<file path="src/rtl/sema_pkg.sv">
package sema_pkg;
   typedef enum logic [1:0] {
      SEM_FREE = 2'd0,
      SEM_HOST = 2'd1,
      SEM_COP  = 2'd2
   } sem_own_e;
endpackage

</file>
<file path="src/rtl/sema_host_dec.sv">
module sema_host_dec #(
   parameter int NUM_SEM = 8,
   localparam int HW = 2 * NUM_SEM
) (
   input  logic               wr,
   input  logic [HW-1:0]      wdata,
   output logic [NUM_SEM-1:0] lock_req,
   output logic [NUM_SEM-1:0] free_req
);
   for (genvar n = 0; n < NUM_SEM; n++) begin : g_bit
      logic en;
      assign en          = wr & wdata[NUM_SEM + n];
      assign lock_req[n] = en &  wdata[n];
      assign free_req[n] = en & ~wdata[n];
   end
endmodule

</file>
<file path="src/rtl/sema_cop_dec.sv">
module sema_cop_dec #(
   parameter int NUM_SEM = 8,
   localparam int IDX_W = (NUM_SEM > 1) ? $clog2(NUM_SEM) : 1
) (
   input  logic               req,
   input  logic               lock,
   input  logic [IDX_W-1:0]   idx,
   output logic [NUM_SEM-1:0] lock_req,
   output logic [NUM_SEM-1:0] free_req
);
   for (genvar n = 0; n < NUM_SEM; n++) begin : g_sel
      logic hit;
      assign hit         = req & (idx == IDX_W'(n));
      assign lock_req[n] = hit &  lock;
      assign free_req[n] = hit & ~lock;
   end
endmodule

</file>
<file path="src/rtl/sema_cell.sv">
module sema_cell
   import sema_pkg::*;
(
   input  logic     clk,
   input  logic     rst_n,
   input  logic     h_lock,
   input  logic     h_free,
   input  logic     c_lock,
   input  logic     c_free,
   output sem_own_e own,
   output logic     c_grant
);
   sem_own_e own_nx;

   always_comb begin
      own_nx = own;
      unique case (own)
         SEM_FREE: if (h_lock) own_nx = SEM_HOST;
                   else if (c_lock) own_nx = SEM_COP;
         SEM_HOST: if (h_free) own_nx = SEM_FREE;
         SEM_COP:  if (c_free) own_nx = SEM_FREE;
         default:  own_nx = SEM_FREE;
      endcase
   end

   assign c_grant = c_lock & ((own == SEM_COP) | ((own == SEM_FREE) & ~h_lock));

   always_ff @(posedge clk or negedge rst_n) begin
      if (!rst_n) own <= SEM_FREE;
      else        own <= own_nx;
   end

   // host lock on a free semaphore always wins
   a_r9_host_wins: assert property (@(posedge clk) disable iff (!rst_n)
      (own == SEM_FREE && h_lock) |=> own == SEM_HOST);
   // a granted coprocessor lock yields coprocessor ownership
   a_r6_grant_owns: assert property (@(posedge clk) disable iff (!rst_n)
      c_grant |=> own == SEM_COP);
   // host cannot take or free a coprocessor-held semaphore
   a_r5_cop_kept: assert property (@(posedge clk) disable iff (!rst_n)
      (own == SEM_COP && !c_free) |=> own == SEM_COP);
   // no request leaves the state unchanged
   a_r3_idle_stable: assert property (@(posedge clk) disable iff (!rst_n)
      (!h_lock && !h_free && !c_lock && !c_free) |=> $stable(own));
endmodule

</file>
<file path="src/rtl/sema_bank.sv">
module sema_bank
   import sema_pkg::*;
#(
   parameter int NUM_SEM = 8,
   localparam int HW    = 2 * NUM_SEM,
   localparam int IDX_W = (NUM_SEM > 1) ? $clog2(NUM_SEM) : 1
) (
   input  logic               clk,
   input  logic               rst_n,
   input  logic               host_wr,
   input  logic [HW-1:0]      host_wdata,
   output logic [HW-1:0]      host_rdata,
   input  logic               cop_req,
   input  logic               cop_lock,
   input  logic [IDX_W-1:0]   cop_idx,
   output logic               cop_ok,
   output logic [NUM_SEM-1:0] cop_owned
);
   if (NUM_SEM < 1) begin : g_bad_cfg
      $error("sema_bank: NUM_SEM must be at least 1");
   end

   logic [NUM_SEM-1:0] h_lock, h_free, c_lock, c_free, grant, host_own;

   sema_host_dec #(.NUM_SEM(NUM_SEM)) u_host (
      .wr(host_wr), .wdata(host_wdata), .lock_req(h_lock), .free_req(h_free));

   sema_cop_dec #(.NUM_SEM(NUM_SEM)) u_cop (
      .req(cop_req), .lock(cop_lock), .idx(cop_idx),
      .lock_req(c_lock), .free_req(c_free));

   for (genvar n = 0; n < NUM_SEM; n++) begin : g_sem
      sem_own_e own;
      sema_cell u_cell (
         .clk(clk), .rst_n(rst_n),
         .h_lock(h_lock[n]), .h_free(h_free[n]),
         .c_lock(c_lock[n]), .c_free(c_free[n]),
         .own(own), .c_grant(grant[n]));
      assign host_own[n]  = (own == SEM_HOST);
      assign cop_owned[n] = (own == SEM_COP);
   end

   assign host_rdata = {{NUM_SEM{1'b0}}, host_own};
   assign cop_ok     = |grant;

   // mask half reads zero
   a_r2_mask_zero: assert property (@(posedge clk) disable iff (!rst_n)
      host_rdata[HW-1:NUM_SEM] == '0);
   // the two owner views never overlap
   a_r10_disjoint: assert property (@(posedge clk) disable iff (!rst_n)
      (host_rdata[NUM_SEM-1:0] & cop_owned) == '0);
   // a release request never reports a grant
   a_r8_no_ok_free: assert property (@(posedge clk) disable iff (!rst_n)
      (cop_req && !cop_lock) |-> !cop_ok);
   // a host-held semaphore stays host-held under coprocessor requests alone
   a_r7_host_kept: assert property (@(posedge clk) disable iff (!rst_n)
      (!host_wr && cop_req) |=> (host_rdata == $past(host_rdata)));
endmodule

</file>
<file path="config.mk">
export PLATFORM = sky130hd
export DESIGN_NAME = sema_bank
export DESIGN_NICKNAME = d
export VERILOG_FILES = /design/src/rtl/sema_pkg.sv /design/src/rtl/sema_host_dec.sv /design/src/rtl/sema_cop_dec.sv /design/src/rtl/sema_cell.sv /design/src/rtl/sema_bank.sv
export SDC_FILE = /design/constraint.sdc
export NUM_CORES = 1
export LEC_CHECK = 0
export BUFFER_PORTS_ARGS = -buffer_cell sky130_fd_sc_hd__buf_2
export CAP_MARGIN = 20
export CORE_UTILIZATION = 30
export CTS_BUF_LIST = sky130_fd_sc_hd__clkbuf_8 sky130_fd_sc_hd__clkbuf_16
export DETAILED_ROUTE_END_ITERATION = 8
export GPL_TIMING_DRIVEN = 0
export PLACE_DENSITY_LB_ADDON = 0.1
export SLEW_MARGIN = 20
export SYNTH_ARGS = -nofsm -noshare
export SYNTH_HDL_FRONTEND = slang
export SYNTH_HIERARCHICAL = 1
export SYNTH_SLANG_ARGS = --single-unit
export TNS_END_PERCENT = 100
</file>
<file path="constraint.sdc">
create_clock -name clk -period 2.7 [get_ports clk]
set_input_delay 0.405 -clock clk [delete_from_list [all_inputs] [get_ports clk]]
set_output_delay 0.405 -clock clk [all_outputs]
set_load 0.01 [all_outputs]
</file>
==> results.md <==
- Outcome: completed
- Worst IR Drop VDD: ~0.00023 V
- Total routed wirelength: 3000 um
- Switch share: 34.1%
- WL/cell: ~12 um
- Setup slack on the worst flop-to-flop path: about 1.7 ns
- I/O pins: 49
- CTS buffer count: 3
- P per Cell Area: ~540 nW/um^2
- Max-Cap Viols: 0
- First-pass GRT wire length: 4970 um
- Antenna violations before repair: 0
- Critical Path Start: cop_idx[2]
- Filler Cells Inserted: ~450
- Peak Freq: between 0.4 and 0.5 GHz
- P_sw: 303 uW
- Post-synth EDFFs: 0
- Largest registers: g_sem.u_cell/own (16)
- Sequential power share: a little over two fifths
- Crit Path Category: in -> out
- Global Route Usage Sum: 14.6%
- Initial Util: 32.2%
- R2R cell count: 2
- Crit end category: primary output
- Vias in the first global route: 1,138
- Max H-tree Level: 1
- Diode count: 0
- Max reg flops: 16
- FP Rows: 23
- CP endpoint: cop_ok
- CTS sink cnt: 16
- Fin crit share: 78.8%
- CP arrival: ~1.7 ns
- Worst-skew pair later-pin latency: between 0.2 and 0.3 ns
- Via count: 1,202
- Yosys top cell area share: 30.2%
- Clock power share: between 20% and 30%
- Core Area: slightly above 4000 um^2
- Period minus WS final: about 2.1 ns
- CTS resizes: 0
- Max Slew Vio Count: 0
- CTS hold repair buffers: 0
- DP HPWL: 2340 um
- Fin. Hold Viols: 0
- Worst hold slack: 0.0733 ns
- CTS tree: built
- Final design utilization: 40.2%
- Setup clock skew after layout: 0.00405 ns
- Mapped cell area: 1320 um^2
- Worst hold path type: in -> async
- Postcts setup bufs: 0
- Share of layout cells above drive strength 1: 36.1%
- Post-synth top area cell: dfrtp_1
- Gate power share: 32.9%
- Reg with most FFs: g_sem.u_cell/own
- Total grt overflow: 0
- Reg2reg end: g_sem[2].u_cell/own[1]
- Vias per Instance: 4.77
- Worst setup SP type: input port
- Synthesis-to-finish area growth: 24.9%
- Final ANT Viol Nets: 0
- CTS Root Cell: clkbuf_8
- Synth cell types: 24
- Max Buffers Root-to-Sink: 2
- Register bit count reported by yosys: 16
- DR iter-0 viols: 36
- PortBufs: 37
- Setup_tns: 0 ns
- Syn Inst Count: 154
- Critical Path Fanout Max: 8
- Pre-Repair DR Iteration Count: 2
- DIE AREA: 4680 um^2
- GPL Wtd Cong: 0.764
- Async SR Flop Fraction: 100%
- Syn_area_per_cell: 8.60 um^2
- Internal power: 586 uW
- Static Leak: 0.826 nW
- Die width: between 60 and 70 um
- Final nets: 227
- RSZ-0062 raised after global routing: false
- Predominant post-synthesis flop cell: dfrtp_1
- Setup-failing EPs final: 0
- Largest net degree at the start of global routing: 17
- CP required: approximately 2.3 ns
- Residual DRC: 0
- Critical R2R Launch: g_sem[2].u_cell/own[1]
- Yosys warnings: 6
- Register area share after synthesis: 30.2%
- Clock-pin slew on the worst setup and hold paths: ~0.07 ns
- Die height: 68.4 um
- Synth top area cells: dfrtp_1, nand2b_1, nor2b_1
-- critical path: stages --
cell	delay, ns
buf_2	0.10
nand2b_1	0.11
clkbuf_1	0.27
nor2_1	0.11
nor3b_1	0.15
nor4_1	0.34
nand2_1	0.10
buf_2	0.15
-- metrics by stage --
stage,cell area (um^2),setup slack [ns],power (mW),cells
finish,1650,0.573,0.890,252
global route,1650,0.420,0.960,252
CTS,1650,0.542,0.907,252
detailed placement,1600,0.540,0.681,248
global placement,1600,0.547,0.663,248
floorplan,1350,1.01,0.561,161
-- worst min-delay path by stage --
stage               slack [ns]   from  depth (start not counted)                     end
global route              0.09  rst_n                          1  g_sem[4].u_cell/own[0]
CTS                       0.08  rst_n                          1  g_sem[5].u_cell/own[1]
detailed placement        0.36  rst_n                          1  g_sem[1].u_cell/own[0]
global placement          0.35  rst_n                          1  g_sem[1].u_cell/own[0]
floorplan                 0.11  rst_n                          0  g_sem[0].u_cell/own[0]
finish                    0.07  rst_n                          1  g_sem[5].u_cell/own[1]
-- Yosys cell counts (all sizes together) (2+ instances only) --
cell,instances
a21oi,16
and2b,8
and3,8
and3b,8
buf,12
dfrtp,16
inv,2
nand2,3
nand2b,18
nor2,4
nor2b,16
nor3,8
nor3b,8
nor4,6
or2b,8
or3b,9
-- final cells by class --
cell class	instances	area (um^2)	area share, %
Multi-Input combinational cell	130	843	51.0
Sequential cell	16	400	24.2
Inverter	2	7.51	0.454
Timing Repair Buffer	37	185	11.2
Clock buffer	4	55.1	3.33
Tap cell	50	62.6	3.79
Buffer	13	98.8	5.98
-- layer usage --
layer  vias to the layer above  routed length, um  track usage [%]
met4                         0                 23             6.25
met1                       560               1340             16.6
li1                        614                  -                -
met3                         2                123             2.50
met5                         -                  0                0
met2                        26               1520             26.3
-- logic make-up (layout without fill, tap and decap cells) --
kind of cell / Yosys count / count (layout) / synth area share [%]
flip-flops: 16 / 16 / 30.2
other: 1 / 8 / 0.283
AO/OA/AOI/OAI: 16 / 16 / 6.05
buffers and inverters: 15 / 56 / 8.03
AND/OR/NAND/NOR: 106 / 106 / 55.4
-- layout by cell type (no fill, tap or decap), types with 8 or more instances in the layout --
master / instances
a21oi_1: 16
nor3_1: 8
or3b_1: 9
buf_4: 9
nand2b_1: 18
dfrtp_1: 16
conb_1: 8
nor3b_1: 8
nor2b_1: 16
or2b_1: 8
buf_2: 38
and2b_2: 8
-- power groups by stage --
| stage | clock network (mW) | registers, mW | logic [mW] |
|---|---|---|---|
| 2_1_floorplan | 0 | 0.361 | 0.200 |
| 3_3_place_gp | 0 | 0.376 | 0.288 |
| 3_5_place_dp | 0 | 0.384 | 0.297 |
| 4_1_cts | 0.229 | 0.380 | 0.297 |
| 5_1_grt | 0.238 | 0.395 | 0.327 |
| 6_report | 0.217 | 0.380 | 0.293 |
Power figures use the tool's default switching activity.
